==> src/rtl/tev_pkg.sv <==
package tev_pkg;

    // Comparison sense of one trip cell
    typedef enum logic [1:0] {
        K_AT_OR_ABOVE = 2'd0,
        K_ABOVE       = 2'd1,
        K_BELOW       = 2'd2
    } trip_kind_e;

    // Positions in the trip vector
    localparam int IDX_CRIT = 0;
    localparam int IDX_HIGH = 1;
    localparam int IDX_LOW  = 2;
    localparam int N_TRIP   = 3;

    // Smallest non-zero hysteresis band in temperature LSBs
    localparam int HYST_BASE = 24;
    localparam int HYST_W    = 7;

    typedef struct packed {
        logic latch;
        logic asserted;
    } evt_state_t;

    // Band in LSBs for a 2-bit code: 0, base, 2*base, 4*base
    function automatic logic [HYST_W-1:0] hyst_amount(input logic [1:0] code);
        logic [HYST_W-1:0] amt;
        case (code)
            2'd0:    amt = '0;
            2'd1:    amt = HYST_W'(HYST_BASE);
            2'd2:    amt = HYST_W'(HYST_BASE * 2);
            default: amt = HYST_W'(HYST_BASE * 4);
        endcase
        return amt;
    endfunction

endpackage

==> src/rtl/tev_temp_hold.sv <==
module tev_temp_hold #(
    parameter int W = 13
) (
    input  logic         clk,
    input  logic         rst_n,
    input  logic [W-1:0] temp_i,
    input  logic         vld_i,
    input  logic         hold_i,
    output logic [W-1:0] temp_q_o
);

    logic [W-1:0] temp_d;
    logic [W-1:0] temp_q;

    always_comb begin
        temp_d = temp_q;
        if (vld_i && !hold_i) begin
            temp_d = temp_i;
        end
    end

    always_ff @(posedge clk or negedge rst_n) begin
        if (!rst_n) begin
            temp_q <= '0;
        end else begin
            temp_q <= temp_d;
        end
    end

    assign temp_q_o = temp_q;

    // a held block never takes a new sample
    a_r11_temp_frozen: assert property (@(posedge clk) disable iff (!rst_n)
        hold_i |=> $stable(temp_q));

    // a cycle without strobe keeps the stored sample
    a_r1_no_strobe_no_change: assert property (@(posedge clk) disable iff (!rst_n)
        !vld_i |=> $stable(temp_q));

endmodule

==> src/rtl/tev_trip_cell.sv <==
module tev_trip_cell
    import tev_pkg::*;
#(
    parameter int         W    = 13,
    parameter int         Z    = 2,
    parameter trip_kind_e KIND = K_ABOVE
) (
    input  logic         clk,
    input  logic         rst_n,
    input  logic [W-1:0] temp_i,
    input  logic [W-1:0] lim_i,
    input  logic [1:0]   hyst_i,
    input  logic         hold_i,
    output logic         trip_d_o,
    output logic         trip_q_o
);

    // Two guard bits keep bound +/- band from wrapping
    localparam int XW = W + 2;

    logic signed [XW-1:0] t_x;
    logic signed [XW-1:0] l_x;
    logic signed [XW-1:0] h_x;
    logic signed [XW-1:0] rel_x;
    logic                 set_now;
    logic                 release_now;
    logic                 trip_d;
    logic                 trip_q;
    logic                 lim_frac_unused;

    assign lim_frac_unused = ^lim_i[Z-1:0];

    always_comb begin
        t_x = signed'({{2{temp_i[W-1]}}, temp_i});
        l_x = signed'({{2{lim_i[W-1]}}, lim_i[W-1:Z], {Z{1'b0}}});
        h_x = signed'({{(XW-HYST_W){1'b0}}, hyst_amount(hyst_i)});
        case (KIND)
            K_AT_OR_ABOVE: begin
                rel_x       = l_x - h_x;
                set_now     = (t_x >= l_x);
                release_now = (t_x < rel_x);
            end
            K_BELOW: begin
                rel_x       = l_x + h_x;
                set_now     = (t_x < l_x);
                release_now = (t_x >= rel_x);
            end
            default: begin
                rel_x       = l_x - h_x;
                set_now     = (t_x > l_x);
                release_now = (t_x <= rel_x);
            end
        endcase

        trip_d = trip_q;
        if (!hold_i) begin
            if (trip_q) begin
                trip_d = !release_now;
            end else begin
                trip_d = set_now;
            end
        end
    end

    always_ff @(posedge clk or negedge rst_n) begin
        if (!rst_n) begin
            trip_q <= 1'b0;
        end else begin
            trip_q <= trip_d;
        end
    end

    assign trip_d_o = trip_d;
    assign trip_q_o = trip_q;

    // hysteresis never delays the set point
    a_r4_set_point: assert property (@(posedge clk) disable iff (!rst_n)
        (!hold_i && set_now) |=> trip_q);

    // a set flag stays set until the release point is passed
    a_r4_release_point: assert property (@(posedge clk) disable iff (!rst_n)
        (!hold_i && trip_q && !release_now) |=> trip_q);

    // flag frozen while held
    a_r11_trip_frozen: assert property (@(posedge clk) disable iff (!rst_n)
        hold_i |=> $stable(trip_q));

endmodule

==> src/rtl/tev_event_ctrl.sv <==
module tev_event_ctrl
    import tev_pkg::*;
(
    input  logic              clk,
    input  logic              rst_n,
    input  logic              hold_i,
    input  logic              intr_mode_i,
    input  logic              crit_only_i,
    input  logic              clear_i,
    input  logic [N_TRIP-1:0] trip_d_i,
    input  logic [N_TRIP-1:0] trip_q_i,
    output logic              asserted_o
);

    evt_state_t st_d;
    evt_state_t st_q;
    logic       window_chg;
    logic       clear_ok;

    always_comb begin
        window_chg = (trip_d_i[IDX_HIGH] ^ trip_q_i[IDX_HIGH]) |
                     (trip_d_i[IDX_LOW]  ^ trip_q_i[IDX_LOW]);
        clear_ok   = clear_i && !trip_q_i[IDX_CRIT];
        st_d       = st_q;
        if (!hold_i) begin
            if (crit_only_i) begin
                st_d.latch    = 1'b0;
                st_d.asserted = trip_d_i[IDX_CRIT];
            end else if (intr_mode_i) begin
                if (window_chg) begin
                    st_d.latch = 1'b1;
                end else if (clear_ok) begin
                    st_d.latch = 1'b0;
                end
                st_d.asserted = st_d.latch | trip_d_i[IDX_CRIT];
            end else begin
                st_d.latch    = 1'b0;
                st_d.asserted = |trip_d_i;
            end
        end
    end

    always_ff @(posedge clk or negedge rst_n) begin
        if (!rst_n) begin
            st_q <= '0;
        end else begin
            st_q <= st_d;
        end
    end

    assign asserted_o = st_q.asserted;

    // clear cannot drop a latch while the critical flag is set
    a_r8_crit_blocks_clear: assert property (@(posedge clk) disable iff (!rst_n)
        (!hold_i && intr_mode_i && !crit_only_i && trip_q_i[IDX_CRIT] && st_q.latch)
        |=> st_q.latch);

    // critical-only alarm follows the registered critical flag
    a_r6_crit_only_follows: assert property (@(posedge clk) disable iff (!rst_n)
        (!hold_i && crit_only_i) |=> (st_q.asserted == trip_q_i[IDX_CRIT]));

    // a window crossing in interrupt mode latches the alarm
    a_r7_crossing_latches: assert property (@(posedge clk) disable iff (!rst_n)
        (!hold_i && intr_mode_i && !crit_only_i && window_chg)
        |=> (st_q.latch && st_q.asserted));

    // alarm state frozen while held
    a_r11_alarm_frozen: assert property (@(posedge clk) disable iff (!rst_n)
        hold_i |=> $stable(st_q));

endmodule

==> src/rtl/thermal_event_gen.sv <==
module thermal_event_gen
    import tev_pkg::*;
#(
    parameter int TEMP_W    = 13,
    parameter int LIM_ZEROS = 2
) (
    input  logic              clk,
    input  logic              rst_n,
    input  logic [TEMP_W-1:0] temp_i,
    input  logic              temp_vld_i,
    input  logic [TEMP_W-1:0] lim_high_i,
    input  logic [TEMP_W-1:0] lim_low_i,
    input  logic [TEMP_W-1:0] lim_crit_i,
    input  logic              cfg_intr_mode_i,
    input  logic              cfg_act_high_i,
    input  logic              cfg_out_en_i,
    input  logic              cfg_crit_only_i,
    input  logic [1:0]        cfg_hyst_i,
    input  logic              evt_clear_i,
    input  logic              shdn_i,
    output logic              trip_crit_o,
    output logic              trip_high_o,
    output logic              trip_low_o,
    output logic              evt_status_o,
    output logic              pad_pd_o
);

    logic [TEMP_W-1:0] temp_q;
    logic [TEMP_W-1:0] lims [N_TRIP];
    logic [N_TRIP-1:0] trip_d;
    logic [N_TRIP-1:0] trip_q;
    logic              asserted;

    assign lims[IDX_CRIT] = lim_crit_i;
    assign lims[IDX_HIGH] = lim_high_i;
    assign lims[IDX_LOW]  = lim_low_i;

    tev_temp_hold #(.W(TEMP_W)) u_hold (
        .clk      (clk),
        .rst_n    (rst_n),
        .temp_i   (temp_i),
        .vld_i    (temp_vld_i),
        .hold_i   (shdn_i),
        .temp_q_o (temp_q)
    );

    for (genvar g = 0; g < N_TRIP; g++) begin : g_trip
        tev_trip_cell #(
            .W    (TEMP_W),
            .Z    (LIM_ZEROS),
            .KIND (trip_kind_e'(g))
        ) u_cell (
            .clk      (clk),
            .rst_n    (rst_n),
            .temp_i   (temp_q),
            .lim_i    (lims[g]),
            .hyst_i   (cfg_hyst_i),
            .hold_i   (shdn_i),
            .trip_d_o (trip_d[g]),
            .trip_q_o (trip_q[g])
        );
    end

    tev_event_ctrl u_evt (
        .clk         (clk),
        .rst_n       (rst_n),
        .hold_i      (shdn_i),
        .intr_mode_i (cfg_intr_mode_i),
        .crit_only_i (cfg_crit_only_i),
        .clear_i     (evt_clear_i),
        .trip_d_i    (trip_d),
        .trip_q_i    (trip_q),
        .asserted_o  (asserted)
    );

    assign trip_crit_o  = trip_q[IDX_CRIT];
    assign trip_high_o  = trip_q[IDX_HIGH];
    assign trip_low_o   = trip_q[IDX_LOW];
    assign evt_status_o = cfg_out_en_i & asserted;
    assign pad_pd_o     = cfg_act_high_i ? !evt_status_o : evt_status_o;

    // in comparator mode the alarm tracks the registered flags
    a_r5_comparator_level: assert property (@(posedge clk) disable iff (!rst_n)
        (!shdn_i && !cfg_intr_mode_i && !cfg_crit_only_i)
        |=> (asserted == (trip_crit_o | trip_high_o | trip_low_o)));

endmodule

==> config.mk <==
export PLATFORM = sky130hd
export DESIGN_NAME = thermal_event_gen
export DESIGN_NICKNAME = d
export VERILOG_FILES = /design/src/rtl/tev_pkg.sv /design/src/rtl/tev_temp_hold.sv /design/src/rtl/tev_trip_cell.sv /design/src/rtl/tev_event_ctrl.sv /design/src/rtl/thermal_event_gen.sv
export SDC_FILE = /design/constraint.sdc
export NUM_CORES = 1
export LEC_CHECK = 0
export BUFFER_PORTS_ARGS = -buffer_cell sky130_fd_sc_hd__buf_4
export CAP_MARGIN = 20
export CORE_MARGIN = 5
export CORE_UTILIZATION = 56
export CTS_CLUSTER_DIAMETER = 30
export CTS_CLUSTER_SIZE = 20
export DETAILED_ROUTE_END_ITERATION = 8
export PLACE_DENSITY_LB_ADDON = 0.15
export SLEW_MARGIN = 20
export SYNTH_ARGS = -nofsm -noshare
export SYNTH_HDL_FRONTEND = slang
export SYNTH_SLANG_ARGS = --single-unit
export TNS_END_PERCENT = 100
==> constraint.sdc <==
create_clock -name clk -period 2.79 [get_ports clk]
set_input_delay 0.4185 -clock clk [delete_from_list [all_inputs] [get_ports clk]]
set_output_delay 0.4185 -clock clk [all_outputs]
set_load 0.01 [all_outputs]
## Word-level counts from Yosys, hierarchy flattened

Cells that the tools add are included.

| word-level totals | value |
|---|---|
| register bits | 18 |
| word-level logic and storage cells | 47 |

| cells by class | value |
|---|---|
| $add $sub $neg | 3 |
| magnitude comparators | 6 |
| equal/unequal tests | 2 |
| multiplexer cells | 15 |
| bitwise logic cells | 5 |
| reductions and logical operators | 10 |

Operators by type and width:

| cell | number |
|---|---|
| subtractor 13 x 8 -> 14 bit | 2 |
| one-hot mux 7 bit (3 select lines) | 1 |
| adder 13 x 8 -> 14 bit | 1 |
| greater-or-equal comparator 13 x 14 -> 1 bit | 1 |
| less-or-equal comparator 13 x 14 -> 1 bit | 1 |
| < comparator 13 x 14 -> 1 bit | 1 |
| greater-or-equal comparator 13 bit | 1 |
| greater-than comparator 13 bit | 1 |
| < comparator 13 bit | 1 |
| 2-to-1 mux 1 bit | 12 |
| zero test 1 bit | 6 |
| 2-to-1 mux 2 bit | 2 |
| OR reduction 3 bit | 1 |
| equality test 2 x 1 -> 1 bit, second input constant | 1 |
| equality test 2 bit, second input constant | 1 |
| logical AND 1 bit | 2 |
| zero test 2 bit | 1 |
| OR 1 bit | 2 |
| bitwise XOR 1 bit | 2 |
| AND 1 bit | 1 |

## Depth between registers and ports, before layout

| logic depth | value |
|---|---|
| depth after elaboration | 16 |
| gate-level depth with buffers | 18 |
| mapped depth without buffers | 18 |

## Cells and area by module

From an unflattened synthesis, not the netlist that was laid out.

| unflattened totals | value |
|---|---|
| cell total of the unflattened synthesis | 375 |
| area total of the unflattened synthesis | 3397.0 um^2 |

By module, submodules not included:

| module | instances | cells an instance | area each (um^2) | sequential area each (um^2) |
|---|---|---|---|---|
| tev_trip_cell (g_trip[2].u_cell) | 1 | 114 | 908.4 | 25.0 |
| tev_trip_cell (g_trip[1].u_cell) | 1 | 110 | 898.4 | 25.0 |
| tev_trip_cell (g_trip[0].u_cell) | 1 | 107 | 868.3 | 25.0 |
| tev_temp_hold | 1 | 28 | 543.0 | 325.3 |
| tev_event_ctrl | 1 | 14 | 153.9 | 50.0 |
| thermal_event_gen | 1 | 2 | 25.0 | 0.0 |

## Least setup slack after synthesis

OpenSTA, ideal clock, no wires.

| timing path | value |
|---|---|
| path kind | input port to flip-flop |
| start point | in cfg_hyst_i[1] |
| end point | reg u_evt.st_q, in the netlist u_evt.asserted_o |
| arrival | 3740 ps |
| slack | -1074 ps |
| stages on the path | 18 |
| path buffers | 0 |
| cells stage by stage | inv_1 > ha_1 > inv_1 > fa_1 > nor2b_1 > o21ai_1 > nand2b_1 > or3_1 > nor3_1 > a21oi_1 > ha_1 > nand4_1 > or2_0 > o41ai_1 > a21oi_1 > a211o_1 > o21a_1 > a211o_1 |

| on the way | value |
|---|---|
| word-level cells in the longest chain between the ends | 16 |
| elaborated cells between the ends (all ways) | 30 |
| those cells by class | 3 x add/sub; 3 x order compare; 2 x eq/ne; 13 x mux; 4 x bitwise; 5 x reduce/logical |

RTL lines:

| what | line | source |
|---|---|---|
| start, declared | thermal_event_gen.sv:18 | `input logic [1:0] cfg_hyst_i,` |
| equality test 2 bit (tied with other cells) | tev_pkg.sv:28 | `case (code)` |
| one-hot mux 7 bit (3 select lines) (*) | tev_pkg.sv:28 |  |
| subtractor 13 x 8 -> 14 bit (*) | tev_trip_cell.sv:49 | `rel_x = l_x - h_x;` |
| less-or-equal comparator 13 x 14 -> 1 bit (*) | tev_trip_cell.sv:51 | `release_now = (t_x <= rel_x);` |
| zero test 1 bit (*) | tev_trip_cell.sv:58 | `trip_d = !release_now;` |
| 2-to-1 mux 1 bit (*) | tev_trip_cell.sv:57 | `if (trip_q) begin` |
| 2-to-1 mux 1 bit (*) | tev_trip_cell.sv:56 | `if (!hold_i) begin` |
| via g_trip[1].u_cell.trip_d_o | tev_trip_cell.sv:14 | `output logic trip_d_o,` |
| bitwise XOR 1 bit | tev_event_ctrl.sv:21 | `window_chg = (trip_d_i[IDX_HIGH] ^ trip_q_i[IDX_HIGH]) \|` |
| OR 1 bit | tev_event_ctrl.sv:21 |  |
| 2-to-1 mux 1 bit | tev_event_ctrl.sv:30 | `if (window_chg) begin` |
| 2-to-1 mux 1 bit | tev_event_ctrl.sv:29 | `end else if (intr_mode_i) begin` |
| 2-to-1 mux 1 bit | tev_event_ctrl.sv:26 | `if (crit_only_i) begin` |
| 2-to-1 mux 1 bit | tev_event_ctrl.sv:25 | `if (!hold_i) begin` |
| OR 1 bit | tev_event_ctrl.sv:35 | `st_d.asserted = st_d.latch \| trip_d_i[IDX_CRIT];` |
| 2-to-1 mux 2 bit (*) | tev_event_ctrl.sv:29 |  |
| 2-to-1 mux 2 bit (*) | tev_event_ctrl.sv:26 |  |
| end signal, assigned | tev_event_ctrl.sv:47 | `st_q <= st_d;` |
| end, declared | tev_event_ctrl.sv:16 | `evt_state_t st_q;` |

Mark *: on every way through the listed nets, which the timed path passes. The rest lies on a longest branch. The select of a mux whose other input is x is not followed.
A chain may end at the register's enable or synchronous reset.

## Final worst setup path

Same ends and word-level chain as after synthesis.

==> results.tsv <==
metric	value	unit
startpoint types	primary input	
GRT Overall Usage	25.1	%
final hold violation count	0	
fin cells	550	
final-report setup violation count	5	
vias in the first global route	3230	
clk_lat worst skew	0.25	ns
Synth Warn #	0	
detailed placer's ending HPWL	7.10	mm
post-synthesis register bit count	18	
Net Count, Synth	499	
vias per inst	5.72	
fmax	275	MHz
CP Class	primary input to flip-flop	
routed via count	3145	
layout cell share with drive strength beyond 1	37.7	%
Synth Flop Type	dfrtp_1	
cell count after synthesis	353	
Worst Path Required	2.93	ns
Die Wd	83.9	microns
Cell variety after synth	52	
Final Power	0.00179	W
Cell Chain, Critical Path	buf_12, inv_12, ha_4, ha_4, nor2b_4, o21ai_2, nand2b_1, a21oi_2, nand3_2, nor4_4, xnor2_1, ha_1, nand4_1, or2_1, o41ai_2, a21oi_2, a211o_1, o21a_1, a211o_1	
initial antenna violation count	0	
RSZ-0062 raised after global routing	yes	
Sum Neg Setup Slack	-2.98	ns
Tmin final	3.63	ns
Post-DRT Antenna Nets	0	
post-placement cell count	531	
R2R Path End	u_evt.asserted_o	
largest net degree at the start of global routing	19	
clk_skew	0.00494	ns
Post-Syn Area	3060	sq um
GPL Wtd Cong	0.882	
wl on met1	3.72	mm
Core ar.	5410	sq um
die area	7040	sq um
Initial Util	56.6	%
syn_area_per_cell	8.67	sq um
Bufs on Longest Clock Path	2	
min-delay worst type	primary input to async pin	
Reg2Reg Depth	8	
Worst EP arrival	3.77	ns
failing checks	setup timing	
worst vdd ir	424	uV
Nets	625	
Port Buf Inserts	61	
met3 wire length	310	microns
Post-synth ARST share	100	%
routed length per instance	16.5	microns
PD cells	405	nW/um^2
GRT overflow	0	
# DRC	0	
final WL	9.07	mm
Worst Tran Pin Value	0.610	ns
Setup WS post-layout	-0.843	ns
Area growth, synth to finish	44.1	%
Ports	68	
Pre-Repair DR Iteration Count	4	
Diodes inserted	0	
Tcrit/Tclk final	130	%
clock sinks	18	
initial DRC count	105	
DR WL met2	4.80	mm
internal reg-to-reg setup slack	0.04	ns
Slew Limit Fails	0	
htree depth	1	
Rel. slew slack	59.2	%
max cap viols	0	
CTS Buf Count	3	
Top Metal Used	met4	
Crit-path slowest cell	ha_1	
static leakage	2.26	nW
clk slew on worst S/H paths	0.07	ns
Max Fanout on Critical Path	3	
Critical Path End Type	flip-flop	
Post-synth EDFFs	0	
sequential share of the synthesized area	14.7	%
CTS tree	yes	
outcome	finished with violations	
first-pass GRT wire length	14.5	mm
worst stage delay on the critical path	0.31	ns
Critical R2R Launch	u_hold.temp_q_o[6]	
clk root buf	clkbuf_8	
Die Y	83.9	microns
num rows	27	
## sequential cells by signal (all words and copies together) (netlist names)
signal,count
u_hold.temp_q_o,13
u_evt.st_q,1
u_evt.asserted_o,1
g_trip.u_cell.trip_q_o,3
## cells in the mapped netlist, types with 4 or more instances
library cell	number	area, sq um
nand2_1	14	52.6
nand2b_1	9	56.3
xnor2_1	19	166
a31oi_1	5	31.3
a21oi_1	28	140
dfrtp_1	18	450
nand3_1	6	30.0
ha_1	80	1000
inv_1	42	158
mux2_2	8	90.1
o21ai_1	8	40.0
and2_1	4	25.0
nor3_1	6	30.0
a21o_1	11	82.6
nor2_1	11	41.3
nor2b_1	8	50.1
mux2_1	4	45.0
nand4_1	8	50.1
o21ai_0	8	40.0
## worst max path at each step
stage,cells after the start,slack [ns],start,endpoint
5_1_grt,19,-0.98,cfg_hyst_i[1],u_evt.asserted_o
2_1_floorplan,18,-0.75,cfg_hyst_i[1],u_evt.asserted_o
6_report,19,-0.84,cfg_hyst_i[1],u_evt.asserted_o
4_1_cts,19,-0.77,cfg_hyst_i[1],u_evt.asserted_o
3_5_place_dp,19,-1.18,cfg_hyst_i[1],u_evt.asserted_o
3_3_place_gp,19,-1.05,cfg_hyst_i[1],u_evt.asserted_o
## power breakdown
group | internal (W) | switching [W] | leakage [nW]
registers | 0.000318 | 0.000114 | 0.210
logic | 0.000617 | 0.000531 | 2.02
clock network | 0.000125 | 0.0000819 | 0.0288
## cells by family after synthesis
logic type,share of synthesized area (%)
buf+inv,5.56
fa+ha+maj,34.7
simple gates,15.7
xor+xnor,6.30
flops,14.7
mux,5.07
compound gates,17.9
## layer usage
metal	up-vias	GRT usage, %
li1	1552	-
met1	1493	29.8
met2	76	46.1
met3	24	3.65
met4	0	7.60
met5	-	0
## placed cells by master, fill, tap and decap left out, types with 3 or more instances in the layout
| master | synthesis | layout |
|---|---|---|
| o21a_1 | 3 | 3 |
| buf_4 | 0 | 120 |
| nand2_1 | 14 | 14 |
| nor2_1 | 11 | 9 |
| nor3_1 | 6 | 4 |
| inv_1 | 42 | 40 |
| mux2_2 | 8 | 8 |
| xnor2_1 | 19 | 17 |
| nand2b_1 | 9 | 6 |
| xor2_1 | 3 | 3 |
| a21oi_1 | 28 | 20 |
| nand4_1 | 8 | 8 |
| a21oi_2 | 0 | 8 |
| o21ai_1 | 8 | 8 |
| ha_4 | 0 | 5 |
| clkbuf_8 | 0 | 4 |
| and3_1 | 3 | 3 |
| nor2b_1 | 8 | 7 |
| mux2_1 | 4 | 4 |
| nand2b_4 | 0 | 3 |
| fa_2 | 0 | 3 |
| nand3b_1 | 3 | 3 |
| o21ai_0 | 8 | 6 |
| dfrtp_1 | 18 | 18 |
| a211o_1 | 3 | 3 |
| nand3_1 | 6 | 5 |
| a31oi_1 | 5 | 3 |
| buf_6 | 0 | 3 |
| a21o_1 | 11 | 11 |
| ha_1 | 80 | 74 |
## metrics by stage
stage | setup WS [ns] | util, % | area [sq um] | hold slack, ns
final | -0.843 | 81.6 | 4410 | 0.0241
after global routing | -0.981 | 81.6 | 4410 | 0.0333
after CTS | -0.774 | 79.7 | 4310 | 0.0248
after detailed placement | -1.18 | 74.9 | 4050 | 0.296
after global placement | -1.05 | 74.9 | 4050 | 0.294
after floorplan | -0.745 | - | 3150 | 0.123
## cell type report
cell class | instances | area [sq um]
sequential | 18 | 450
multi-input combinational | 290 | 2690
inverter | 42 | 173
clock buffer | 4 | 55.1
fill | 359 | 996
tap | 72 | 90.1
timing repair buffer | 124 | 955
## worst max-delay path: cells and delay by family
family / cells / cell delay, ns
AOI/OAI and AO/OA: 7 / 1.35
xor gates and xnor gates: 1 / 0.11
adders and majority gates: 3 / 0.80
buffers and inverters: 2 / 0.13
and+or+nand+nor: 6 / 0.97
## what timing repair did
action / in CTS / in global routing
setup buffers: 11 / 5
hold buffers: 0 / 0
resized for setup: 26 / 12
pin swaps: 26 / 32
setup endpoints to repair: 5 / 5
(Power assumes the default switching activity.)
